==> src/rtl/alu64_pkg.sv <==
package alu64_pkg;
  localparam int OPC_W = 6;
  localparam int FN_W  = 6;
  localparam int RSF_W = 5;
  localparam int IMM_W = 16;
  localparam int CSH_LO_W = 5;

  localparam logic [OPC_W-1:0] OPC_REG    = 6'b000000;
  localparam logic [OPC_W-1:0] OPC_ADDI   = 6'b001000;
  localparam logic [OPC_W-1:0] OPC_ADDIU  = 6'b001001;
  localparam logic [OPC_W-1:0] OPC_SLTI   = 6'b001010;
  localparam logic [OPC_W-1:0] OPC_SLTIU  = 6'b001011;
  localparam logic [OPC_W-1:0] OPC_ANDI   = 6'b001100;
  localparam logic [OPC_W-1:0] OPC_ORI    = 6'b001101;
  localparam logic [OPC_W-1:0] OPC_XORI   = 6'b001110;

  localparam logic [FN_W-1:0] FN_ADD  = 6'b100000;
  localparam logic [FN_W-1:0] FN_ADDU = 6'b100001;
  localparam logic [FN_W-1:0] FN_SUB  = 6'b100010;
  localparam logic [FN_W-1:0] FN_SUBU = 6'b100011;
  localparam logic [FN_W-1:0] FN_AND  = 6'b100100;
  localparam logic [FN_W-1:0] FN_OR   = 6'b100101;
  localparam logic [FN_W-1:0] FN_XOR  = 6'b100110;
  localparam logic [FN_W-1:0] FN_NOR  = 6'b100111;
  localparam logic [FN_W-1:0] FN_SLT  = 6'b101010;
  localparam logic [FN_W-1:0] FN_SLTU = 6'b101011;
  localparam logic [FN_W-1:0] FN_SLL  = 6'b000000;
  localparam logic [FN_W-1:0] FN_SRL  = 6'b000010;
  localparam logic [FN_W-1:0] FN_SRA  = 6'b000011;
  localparam logic [FN_W-1:0] FN_SLLV = 6'b000100;
  localparam logic [FN_W-1:0] FN_SRLV = 6'b000110;
  localparam logic [FN_W-1:0] FN_SRAV = 6'b000111;

  typedef enum logic [3:0] {
    OP_NONE, OP_ADD, OP_SUB, OP_AND, OP_OR, OP_XOR, OP_NOR,
    OP_SLT, OP_SLTU, OP_SLL, OP_SRL, OP_SRA
  } alu_op_e;

  typedef struct packed {
    alu_op_e op;
    logic    subtract;
    logic    chk_ovf;
    logic    use_imm;
    logic    imm_sext;
    logic    amt_from_reg;
  } alu_ctl_t;

  localparam alu_ctl_t CTL_IDLE = '{op: OP_NONE, subtract: 1'b0, chk_ovf: 1'b0,
                                    use_imm: 1'b0, imm_sext: 1'b0, amt_from_reg: 1'b0};
endpackage

==> src/rtl/alu64_decode.sv <==
module alu64_decode
  import alu64_pkg::*;
#(
  parameter int SHAMT_W = 6
) (
  input  logic [OPC_W-1:0]   opcode,
  input  logic [RSF_W-1:0]   rs_field,
  input  logic [IMM_W-1:0]   imm_field,
  output alu_ctl_t           ctl,
  output logic [SHAMT_W-1:0] shamt_const
);
  logic [FN_W-1:0] fn;
  logic            pad_clear;

  assign fn          = imm_field[FN_W-1:0];
  assign pad_clear   = (rs_field[RSF_W-1:1] == '0);
  assign shamt_const = SHAMT_W'({rs_field[0], imm_field[FN_W+CSH_LO_W-1:FN_W]});

  function automatic alu_ctl_t reg_ctl(input alu_op_e op, input logic sub, input logic chk,
                                        input logic from_reg);
    alu_ctl_t c;
    c              = CTL_IDLE;
    c.op           = op;
    c.subtract     = sub;
    c.chk_ovf      = chk;
    c.amt_from_reg = from_reg;
    return c;
  endfunction

  function automatic alu_ctl_t imm_ctl(input alu_op_e op, input logic sub, input logic chk,
                                        input logic sext);
    alu_ctl_t c;
    c          = CTL_IDLE;
    c.op       = op;
    c.subtract = sub;
    c.chk_ovf  = chk;
    c.use_imm  = 1'b1;
    c.imm_sext = sext;
    return c;
  endfunction

  always_comb begin
    ctl = CTL_IDLE;
    unique case (opcode)
      OPC_REG: begin
        unique case (fn)
          FN_ADD:  ctl = reg_ctl(OP_ADD,  1'b0, 1'b1, 1'b0);
          FN_ADDU: ctl = reg_ctl(OP_ADD,  1'b0, 1'b0, 1'b0);
          FN_SUB:  ctl = reg_ctl(OP_SUB,  1'b1, 1'b1, 1'b0);
          FN_SUBU: ctl = reg_ctl(OP_SUB,  1'b1, 1'b0, 1'b0);
          FN_AND:  ctl = reg_ctl(OP_AND,  1'b0, 1'b0, 1'b0);
          FN_OR:   ctl = reg_ctl(OP_OR,   1'b0, 1'b0, 1'b0);
          FN_XOR:  ctl = reg_ctl(OP_XOR,  1'b0, 1'b0, 1'b0);
          FN_NOR:  ctl = reg_ctl(OP_NOR,  1'b0, 1'b0, 1'b0);
          FN_SLT:  ctl = reg_ctl(OP_SLT,  1'b1, 1'b0, 1'b0);
          FN_SLTU: ctl = reg_ctl(OP_SLTU, 1'b1, 1'b0, 1'b0);
          FN_SLL:  if (pad_clear) ctl = reg_ctl(OP_SLL, 1'b0, 1'b0, 1'b0);
          FN_SRL:  if (pad_clear) ctl = reg_ctl(OP_SRL, 1'b0, 1'b0, 1'b0);
          FN_SRA:  if (pad_clear) ctl = reg_ctl(OP_SRA, 1'b0, 1'b0, 1'b0);
          FN_SLLV: ctl = reg_ctl(OP_SLL,  1'b0, 1'b0, 1'b1);
          FN_SRLV: ctl = reg_ctl(OP_SRL,  1'b0, 1'b0, 1'b1);
          FN_SRAV: ctl = reg_ctl(OP_SRA,  1'b0, 1'b0, 1'b1);
          default: ctl = CTL_IDLE;
        endcase
      end
      OPC_ADDI:  ctl = imm_ctl(OP_ADD,  1'b0, 1'b1, 1'b1);
      OPC_ADDIU: ctl = imm_ctl(OP_ADD,  1'b0, 1'b0, 1'b0);
      OPC_SLTI:  ctl = imm_ctl(OP_SLT,  1'b1, 1'b0, 1'b1);
      OPC_SLTIU: ctl = imm_ctl(OP_SLTU, 1'b1, 1'b0, 1'b0);
      OPC_ANDI:  ctl = imm_ctl(OP_AND,  1'b0, 1'b0, 1'b0);
      OPC_ORI:   ctl = imm_ctl(OP_OR,   1'b0, 1'b0, 1'b0);
      OPC_XORI:  ctl = imm_ctl(OP_XOR,  1'b0, 1'b0, 1'b0);
      default:   ctl = CTL_IDLE;
    endcase
  end
endmodule

==> src/rtl/alu64_addsub.sv <==
module alu64_addsub #(
  parameter int DW = 64
) (
  input  logic [DW-1:0] op_a,
  input  logic [DW-1:0] op_b,
  input  logic          subtract,
  output logic [DW-1:0] sum,
  output logic          ovf_raw,
  output logic          less_s,
  output logic          less_u
);
  localparam int MSB = DW - 1;

  logic [DW-1:0] b_eff;
  logic          carry_out;

  // Two same-signed addends whose sum changes sign have overflowed.
  function automatic logic sign_flip(input logic a_s, input logic b_s, input logic r_s);
    return (a_s == b_s) && (r_s != a_s);
  endfunction

  assign b_eff             = subtract ? ~op_b : op_b;
  assign {carry_out, sum}  = {1'b0, op_a} + {1'b0, b_eff} + {{DW{1'b0}}, subtract};
  assign ovf_raw           = sign_flip(op_a[MSB], b_eff[MSB], sum[MSB]);
  // With subtract set: signed less-than is the difference sign corrected by
  // overflow; unsigned less-than is a borrow (no carry out).
  assign less_s            = sum[MSB] ^ ovf_raw;
  assign less_u            = ~carry_out;
endmodule

==> src/rtl/alu64_shifter.sv <==
module alu64_shifter #(
  parameter int DW      = 64,
  parameter int SHAMT_W = $clog2(DW)
) (
  input  logic [DW-1:0]      value,
  input  logic [SHAMT_W-1:0] amount,
  input  logic               go_left,
  input  logic               arith,
  output logic [DW-1:0]      shifted
);
  logic [DW-1:0] rev_in;
  logic [DW-1:0] rev_out;
  logic [DW-1:0] stage [0:SHAMT_W];
  logic          fill;

  // Left shifts reuse the right-shift network on a bit-reversed operand.
  for (genvar i = 0; i < DW; i++) begin : g_rev
    assign rev_in[i]  = value[DW-1-i];
    assign rev_out[i] = stage[SHAMT_W][DW-1-i];
  end

  assign fill     = arith & ~go_left & value[DW-1];
  assign stage[0] = go_left ? rev_in : value;

  for (genvar k = 0; k < SHAMT_W; k++) begin : g_stage
    localparam int STEP = 1 << k;
    assign stage[k+1] = amount[k] ? {{STEP{fill}}, stage[k][DW-1:STEP]} : stage[k];
  end

  assign shifted = go_left ? rev_out : stage[SHAMT_W];
endmodule

==> src/rtl/alu64_top.sv <==
module alu64_top
  import alu64_pkg::*;
#(
  parameter int DW = 64
) (
  input  logic [5:0]    opcode,
  input  logic [4:0]    rs_field,
  input  logic [15:0]   imm_field,
  input  logic [DW-1:0] rs_val,
  input  logic [DW-1:0] rt_val,
  output logic [DW-1:0] result,
  output logic          overflow
);
  localparam int SHAMT_W = $clog2(DW);

  alu_ctl_t           ctl;
  logic [SHAMT_W-1:0] shamt_const;
  logic [SHAMT_W-1:0] shamt_sel;
  logic [DW-1:0]      imm_ext;
  logic [DW-1:0]      op_b;
  logic [DW-1:0]      sum;
  logic               ovf_raw;
  logic               less_s;
  logic               less_u;
  logic [DW-1:0]      sh_out;
  logic               arith_op;
  logic               ovf_event;

  function automatic logic [DW-1:0] widen_imm(input logic [IMM_W-1:0] imm, input logic sext);
    return sext ? {{(DW-IMM_W){imm[IMM_W-1]}}, imm} : {{(DW-IMM_W){1'b0}}, imm};
  endfunction

  function automatic logic [DW-1:0] flag_word(input logic bit_in);
    return {{(DW-1){1'b0}}, bit_in};
  endfunction

  alu64_decode #(.SHAMT_W(SHAMT_W)) i_decode (
    .opcode      (opcode),
    .rs_field    (rs_field),
    .imm_field   (imm_field),
    .ctl         (ctl),
    .shamt_const (shamt_const)
  );

  assign imm_ext   = widen_imm(imm_field, ctl.imm_sext);
  assign op_b      = ctl.use_imm ? imm_ext : rt_val;
  assign shamt_sel = ctl.amt_from_reg ? rs_val[SHAMT_W-1:0] : shamt_const;

  alu64_addsub #(.DW(DW)) i_addsub (
    .op_a     (rs_val),
    .op_b     (op_b),
    .subtract (ctl.subtract),
    .sum      (sum),
    .ovf_raw  (ovf_raw),
    .less_s   (less_s),
    .less_u   (less_u)
  );

  alu64_shifter #(.DW(DW), .SHAMT_W(SHAMT_W)) i_shifter (
    .value   (rt_val),
    .amount  (shamt_sel),
    .go_left (ctl.op == OP_SLL),
    .arith   (ctl.op == OP_SRA),
    .shifted (sh_out)
  );

  assign arith_op  = (ctl.op == OP_ADD) || (ctl.op == OP_SUB);
  assign ovf_event = ctl.chk_ovf & arith_op & ovf_raw;
  assign overflow  = ovf_event;

  always_comb begin
    unique case (ctl.op)
      OP_ADD, OP_SUB:         result = sum;
      OP_AND:                 result = rs_val & op_b;
      OP_OR:                  result = rs_val | op_b;
      OP_XOR:                 result = rs_val ^ op_b;
      OP_NOR:                 result = ~(rs_val | op_b);
      OP_SLT:                 result = flag_word(less_s);
      OP_SLTU:                result = flag_word(less_u);
      OP_SLL, OP_SRL, OP_SRA: result = sh_out;
      default:                result = '0;
    endcase
  end
endmodule

==> config.mk <==
export PLATFORM = sky130hd
export DESIGN_NAME = alu64_top
export DESIGN_NICKNAME = d
export VERILOG_FILES = /design/src/rtl/alu64_pkg.sv /design/src/rtl/alu64_decode.sv /design/src/rtl/alu64_addsub.sv /design/src/rtl/alu64_shifter.sv /design/src/rtl/alu64_top.sv
export SDC_FILE = /design/constraint.sdc
export NUM_CORES = 1
export LEC_CHECK = 0
export ABC_AREA = 1
export BUFFER_PORTS_ARGS = -buffer_cell sky130_fd_sc_hd__buf_2
export CORE_UTILIZATION = 42
export DETAILED_ROUTE_END_ITERATION = 8
export PLACE_DENSITY = 0.58
export SYNTH_ARGS = -nofsm -noshare
export SYNTH_HDL_FRONTEND = slang
export SYNTH_HIERARCHICAL = 1
export SYNTH_SLANG_ARGS = --single-unit
==> constraint.sdc <==
create_clock -name vclk -period 11.9
set_input_delay 2.38 -clock vclk [all_inputs]
set_output_delay 2.38 -clock vclk [all_outputs]
set_load 0.005 [all_outputs]
# == Word-level counts from Yosys, hierarchy flattened ==
# Index checks and enable logic that the tools add are counted.
# word_totals
inputBits,155
out_inout_bits,65
ff_bits,0
# op_classes
add_sub_neg,2
eq_ne,35
mux,18
reduce_logical,7
n_bitwise,12
# op_table
operator,count
$mux 64,11
$pmux 64 s8,1
$pmux 9 s16,1
$not 64->64,2
$pmux 9 s8,1
$add 64x64->65,1
$add 65x1->65,1
$and 64x64->64,1
$or 64x64->64,1
$xor 64x64->64,1
$eq 6x6->1 const B,10
$eq 6x4->1 const B,7
$mux 9,3
$eq 6x3->1 const B,3
$eq 4x3->1 const B,4
$eq 4x4->1 const B,4
$eq 6x2->1 const B,2
$logic_not 6->1,2
$eq 4x2->1 const B,2
$mux 6,1
$and 1x1->1,4
$eq 4x1->1 const B,1
$logic_not 4->1,1
$reduce_or 3->1,1
other kinds (7),8

# == Depth between registers and ports, before layout ==
# Gate-level depths: netlist (run 1).
# depth
ltp_word,16
ltp_mapped,32

# == Modules after synthesis ==
# Netlist (run 1), hierarchy kept.
# by_module_without_submodules
mod,seq_area_each_um2,cells_each,area_each_um2,n_inst
alu64_top,0.0,1348,6446.2,1
alu64_shifter,0.0,1292,5746.8,1
alu64_addsub,0.0,1064,5569.1,1
alu64_decode,0.0,98,500.5,1

# == Worst setup path before layout (run 1) ==
# OpenSTA, ideal clock, no wires.
# synth_timing
path_kind,input to output
startpoint,input opcode[4]
endpoint,output result[50]
arrival_ns,5.453
path_stages,29
path_buffers,2
required_time_ns,9.520
path_slack_ns,4.067
cell_sequence,inv_1 nand2_1 inv_1 nand3_1 o21ai_0 buf_4 inv_1 clkbuf_1 or2_2 o21ai_0 inv_1 nand2_1 nand2_1 fa_1 inv_1 nand3_1 nand2_1 nand2_1 nand2_2 a21oi_2 o21bai_1 nand3_1 nand3_1 nand2_1 nand2_1 inv_1 nor2_1 nor2_1 nand2_1
# synth_rtl
item,line_no,rtl
start: declaration,alu64_top.sv:6,"input logic [5:0] opcode,"
end: declaration,alu64_top.sv:11,"output logic [DW-1:0] result,"

==> summary.txt, run 1 <==
Pwr
  • Max rail drop VDD: 0.0225 mV
  • Leak: 12.2 nW
  • PwrDens: 47.6 mW/mm2

Global routing
  • Largest net degree at the start of global routing: 87
  • Grt ovf: 0
  • First-pass GRT wire length: 137 mm
  • Initial antenna violation count: 7
  • Total global-route track usage: 0.411
  • Vias in the first global route: 22,200

Detailed routing
  • Vias per cell: 5.54
  • DR iter-0 viols: 3,207
  • Routed WL: 93.7 mm
  • DRC viols: 0
  • DRT antenna net count: 0
  • Routed WL per cell: 21.0 um
  • Drt pass-1 iters: 7
  • DR vias: 24,700

Synth
  • Synth Instances: 3,802
  • Synthesized area: 0.0183 mm2
  • Post-Synth Adder-Cell Area: 0.132
  • Post-synth top area share: 0.271
  • Distinct cell type count after synthesis: 43
  • Post-Synth XOR/XNOR Area: 0.0484
  • Ys Warns: 6
  • Seq/Total Area, Yosys: 0
  • Syn Nets: 4,149
  • Largest family of logic cells by synthesized area: simple AND/OR/NAND/NOR gates
  • Post-synth top cells: nand2_1, nand3_1, inv_1
  • Simple-gate share of the synthesized area: 0.583
  • Multiplexer area fraction after synthesis: 0
  • Most common cell in the netlist: nand2_1
  • Syn avg cell area: 4.80 um2
  • Yosys top cell by area: nand2_1
  • Post-synthesis compound-gate area fraction: 0.0750
  • Area contributors post-synth: nand2_1, nand3_1, ha_1

Run
  • Maxcap violations: 0

Placement
  • Port buffer count: 220
  • Hpwl dp: 75.7 mm
  • Placer Congestion: 1.08

CTS
  • Postcts setup bufs: 0
  • Hold Buf Count CTS: 0
  • CTS resizes: 0

Setup path
  • Setup CP Type: in2out
  • CP Launch Type: primary input
  • Max FO, Critical Path: 35
  • Crit path capture type: primary output
  • CP required: 9.52 ns
  • Arrival time at the worst endpoint: 7.59 ns

STA
  • Max-slew violation count: 0
  • Slew headroom: 0.215
  • TNS Setup: 0 ns
  • Final Cycle Share: 0.838
  • Fmax: 100 MHz
  • Final min period: 9.97 ns
  • Endpoints failing hold: 0
  • Setup Viol. Count Final: 0
  • Worst-margin pin slew: 1.18 ns
  • RSZ-0062 raised after global routing: false
  • WHS: 5.29 ns

Finish
  • CLK BUF: 0
  • Seq_cells: 0
  • Share of layout cells above drive strength 1: 0.0893
  • Fin nets: 4,222
  • Seq. cell area: 0 um2
  • Syn-to-layout area delta: 6.85%

Floorplan
  • Die span in x: 211 um
  • Die height: 211 um
  • Ports: 220
  • Full die area: 0.0443 mm2
  • Core area: 0.0430 mm2
  • Initial core utilization: 0.425
  • FP Rows: 76

Min path
  • Hold Path Stages: 7
  • Worst min-delay path category: in2out
  • Hold endpoint: result[3]
  • Worst hold start: rs_val[3]

Run status
  • Outcome: complete, no violations
worst max-delay path, stage by stage:
cell	delay [ns]
buf_2	0.10
inv_1	0.04
nand2_1	0.07
inv_1	0.08
nand3_1	0.21
o21ai_4	0.72
nand2_1	0.11
inv_1	0.10
nand2_1	0.31
buf_4	0.42
o21ai_0	0.31
xor2_1	0.15
ha_1	0.60
nand2_1	0.20
o21ai_0	0.55
a21oi_1	0.16
nand2_1	0.11
a21oi_2	0.05
nand2_4	0.13
nor2_2	0.05
nor2_2	0.28
nand2_1	0.14
nor2_1	0.16
buf_2	0.14
worst max-delay path by stage:
stage               from         end  slack (ns)  cells after the start
6_report       opcode[4]    overflow        1.93                     24
5_1_grt        opcode[5]  result[61]        1.71                     25
4_1_cts        opcode[4]  result[57]        2.12                     26
3_5_place_dp   opcode[4]  result[57]        2.14                     26
3_3_place_gp   opcode[5]  result[57]        2.05                     26
2_1_floorplan  opcode[4]  result[50]        4.07                     29
per-stage QoR:
stage          area (um2)  instances  total power (W)  setup slack [ns]   util
6_report            19500       4461         0.000928              1.93  0.454
5_1_grt             19500       4460          0.00101              1.71  0.454
4_1_cts             19500       4458         0.000894              2.12  0.454
3_5_place_dp        19500       4458         0.000889              2.14  0.454
3_3_place_gp        19500       4458         0.000894              2.05  0.454
2_1_floorplan       18300       3802         0.000581              4.07      -
cells by family after synthesis:
kind of cell	Yosys count
simple gates	2529
fa+ha+maj	192
buf+inv	725
compound gates	256
xor+xnor	100
final cells by class:
type / instances / area (um2)
multi-input cells: 3077 / 15400
diodes: 3 / 7.51
inverters: 553 / 2080
repair buffers: 243 / 1290
fillers: 5179 / 23500
well taps: 585 / 732
routing by layer:
| layer | track usage | wire (um) | part of all wire |
|---|---|---|---|
| met5 | 0 | 0 | 0 |
| met1 | 0.565 | 39300 | 0.42 |
| met2 | 0.610 | 38000 | 0.41 |
| met3 | 0.0588 | 10100 | 0.11 |
| met4 | 0.232 | 6310 | 0.067 |
cell usage in the layout (no fill, tap or decap), types with 2 or more instances in the layout:
cell type,netlist,layout
nor3_1,14,14
a21o_1,4,4
nand2_4,4,4
nor2_4,8,10
clkinv_1,2,2
xnor2_1,7,7
a21oi_2,5,6
nand3_2,3,3
inv_1,521,521
nor2_2,12,12
o21ai_0,103,102
nand3b_1,2,2
nand4_1,14,14
nand3_1,689,689
buf_4,17,22
a21oi_4,0,5
o22ai_1,2,2
ha_1,191,191
nand2_1,1317,1317
or2_2,17,17
o21a_1,3,3
o21bai_1,14,14
nor4_1,3,3
o21ai_1,20,20
inv_2,29,28
nor3_2,3,3
diode_2,0,3
nor2_1,434,432
xor2_1,92,92
a21oi_1,99,93
nand2_2,9,9
buf_2,66,220
report_power, final:
part	internal [W]	switching [W]	total (W)	leakage, nW
Sequential	0	0	0	0
Clock	0.0000000000228	0	0.0000000000228	0.0000221
Combinational	0.000275	0.000653	0.000928	12.2
No activity file was read; power rests on OpenSTA's default activity.
==> run 2: changes to the inputs <==
--- a/config.mk
+++ b/config.mk
@@ -9,7 +9,7 @@
 export BUFFER_PORTS_ARGS = -buffer_cell sky130_fd_sc_hd__buf_2
 export CORE_UTILIZATION = 42
 export DETAILED_ROUTE_END_ITERATION = 8
-export PLACE_DENSITY = 0.58
+export PLACE_DENSITY = 0.6
 export SYNTH_ARGS = -nofsm -noshare
 export SYNTH_HDL_FRONTEND = slang
 export SYNTH_HIERARCHICAL = 1
==> constraint.sdc (replaced) <==
create_clock -name vclk -period 8.8
set_input_delay 1.76 -clock vclk [all_inputs]
set_output_delay 1.76 -clock vclk [all_outputs]
set_load 0.005 [all_outputs]
==> summary.txt, run 2 (synthesis gave the netlist of run 1 again) <==
Placement
  • Hpwl dp: 75.6 mm (about the same)
  • Placer Congestion: 1.08 (-0.67%)
  • Placed Instances: 4,473 (+0.34%)
  • Port buffer count: 220 (unchanged)

STA
  • WHS: 4.05 ns (-1.24 ns)
  • Final min period: 8.12 ns
  • Max-slew violation count: 0 (unchanged)
  • Fmax: 123 MHz
  • Slew headroom: 0.220 (+0.00525)
  • Setup Viol. Count Final: 0 (unchanged)
  • Worst-margin pin slew: 1.17 ns (-0.00787 ns)
  • Final Cycle Share: 0.922
  • RSZ-0062 raised after global routing: false
  • TNS Setup: 0 ns (unchanged)
  • Endpoints failing hold: 0 (unchanged)

Setup path
  • Setup CP Type: in2out
  • Max incr delay on CP: 0.52 ns (-0.20 ns)
  • Delay-heaviest family, CP: simple AND/OR/NAND/NOR gates
  • Max FO, Critical Path: 52 (+49%)
  • CP Launch Type: primary input
  • Critical-path cell list: buf_2, inv_1, nand2_1, inv_1, nand3_1, o21ai_4, buf_4, o21ai_0, xor2_1, ha_1, nand2_1, nor2_1, inv_2, nor3_2, nand2_1, inv_1, nand4_1, nand3_1, xor2_1, inv_1, nor2_1, nor2_1, nand2_1, buf_2
  • CP required: 7.04 ns (-2.48 ns)
  • Crit path capture type: primary output
  • Crit-path slowest cell: buf_4
  • Arrival time at the worst endpoint: 6.36 ns (-1.23 ns)
  • Critical path buffers and inverters: 8 (+2)

Floorplan
  • Die height: 211 um (unchanged)
  • Full die area: 0.0443 mm2 (unchanged)
  • Ports: 220 (unchanged)
  • FP Rows: 76 (unchanged)
  • Initial core utilization: 0.425 (unchanged)
  • Die span in x: 211 um (unchanged)
  • Core area: 0.0430 mm2 (unchanged)

Detailed routing
  • Top sig layer: met5
  • DR iter-0 viols: 3,152 (-1.7%)
  • DRT antenna net count: 0 (unchanged)
  • Metal2 WL: 37.6 mm (-1.0%)
  • DRC viols: 0 (unchanged)
  • Routed WL per cell: 20.6 um (-2.1%)
  • DR vias: 24,800 (+0.42%)
  • Vias per cell: 5.55 (about the same)
  • Metal3 WL: 9.64 mm (-4.2%)
  • Drt pass-1 iters: 6 (-1)
  • Met1 wire length: 39.0 mm (-0.81%)
  • Routed WL: 92.0 mm (-1.7%)

Min path
  • Worst hold start: rs_val[11]
  • Hold Path Stages: 7 (unchanged)
  • Worst min-delay path category: in2out
  • Hold endpoint: result[11]

Pwr
  • Total power: 0.00126 W (+36%)
  • PwrDens: 64.1 mW/mm2 (+35%)
  • Leak: 12.2 nW (+0.59%)
  • Max rail drop VDD: 0.0334 mV (+49%)

Global routing
  • Largest net degree at the start of global routing: 67 (-23%)
  • First-pass GRT wire length: 135 mm (-1.4%)
  • Grt ovf: 0 (unchanged)
  • Vias in the first global route: 22,100 (-0.16%)
  • Total global-route track usage: 0.403 (-0.00826)
  • Initial antenna violation count: 6 (-1)

Finish
  • Final core utilization: 0.457 (+0.00268)
  • Syn-to-layout area delta: 7.48%
  • Most common library cell in the layout ignoring fill and taps: nand2_1
  • CLK BUF: 0 (unchanged)
  • Most frequent cells in the layout: nand2_1, nand3_1, inv_1, nor2_1, buf_2
  • Non-filler instance count after layout: 4,477 (+0.36%)
  • Seq_cells: 0 (unchanged)
  • Share of layout cells above drive strength 1: 0.0928 (+0.00351)
  • Fin nets: 4,237 (+0.36%)
  • Seq. cell area: 0 um2 (unchanged)

CTS
  • Hold Buf Count CTS: 0 (unchanged)
  • CTS resizes: 0 (unchanged)
  • Postcts setup bufs: 0 (unchanged)

Run
  • Maxcap violations: 0 (unchanged)

Run status
  • Outcome: complete, no violations
run 2: per-layer routing:
metal,vias to the layer above,global-route usage
li1,12000,-
met1,11200,0.549
met2,1378,0.604
met3,232,0.0648
met4,2,0.213
met5,-,0
run 2: report_power, final:
group          leakage [nW]  switching, W      internal, W
Combinational          12.2      0.000880         0.000378
Clock             0.0000192             0  0.0000000000295
Sequential                0             0                0
run 2: per-stage QoR:
stage,cell area [um2],setup slack [ns]
floorplan,18300,2.21
global placement,19600,0.788
detailed placement,19600,0.847
CTS,19600,0.831
global route,19600,0.418
finish,19600,0.684
run 2: how the worst max path moves through the flow:
stage	start	to	slack [ns]	cells past startpoint
2_1_floorplan	opcode[4]	result[50]	2.21	29
3_3_place_gp	opcode[4]	result[0]	0.79	22
3_5_place_dp	opcode[4]	result[0]	0.85	22
4_1_cts	opcode[4]	result[39]	0.83	24
5_1_grt	opcode[4]	result[59]	0.42	25
6_report	opcode[4]	result[39]	0.68	24
run 2: layout make-up:
type | instances | area, um2
diodes | 4 | 10.0
inverters | 553 | 2080
multi-input cells | 3077 | 15400
fillers | 5204 | 23400
repair buffers | 258 | 1400
well taps | 585 | 732
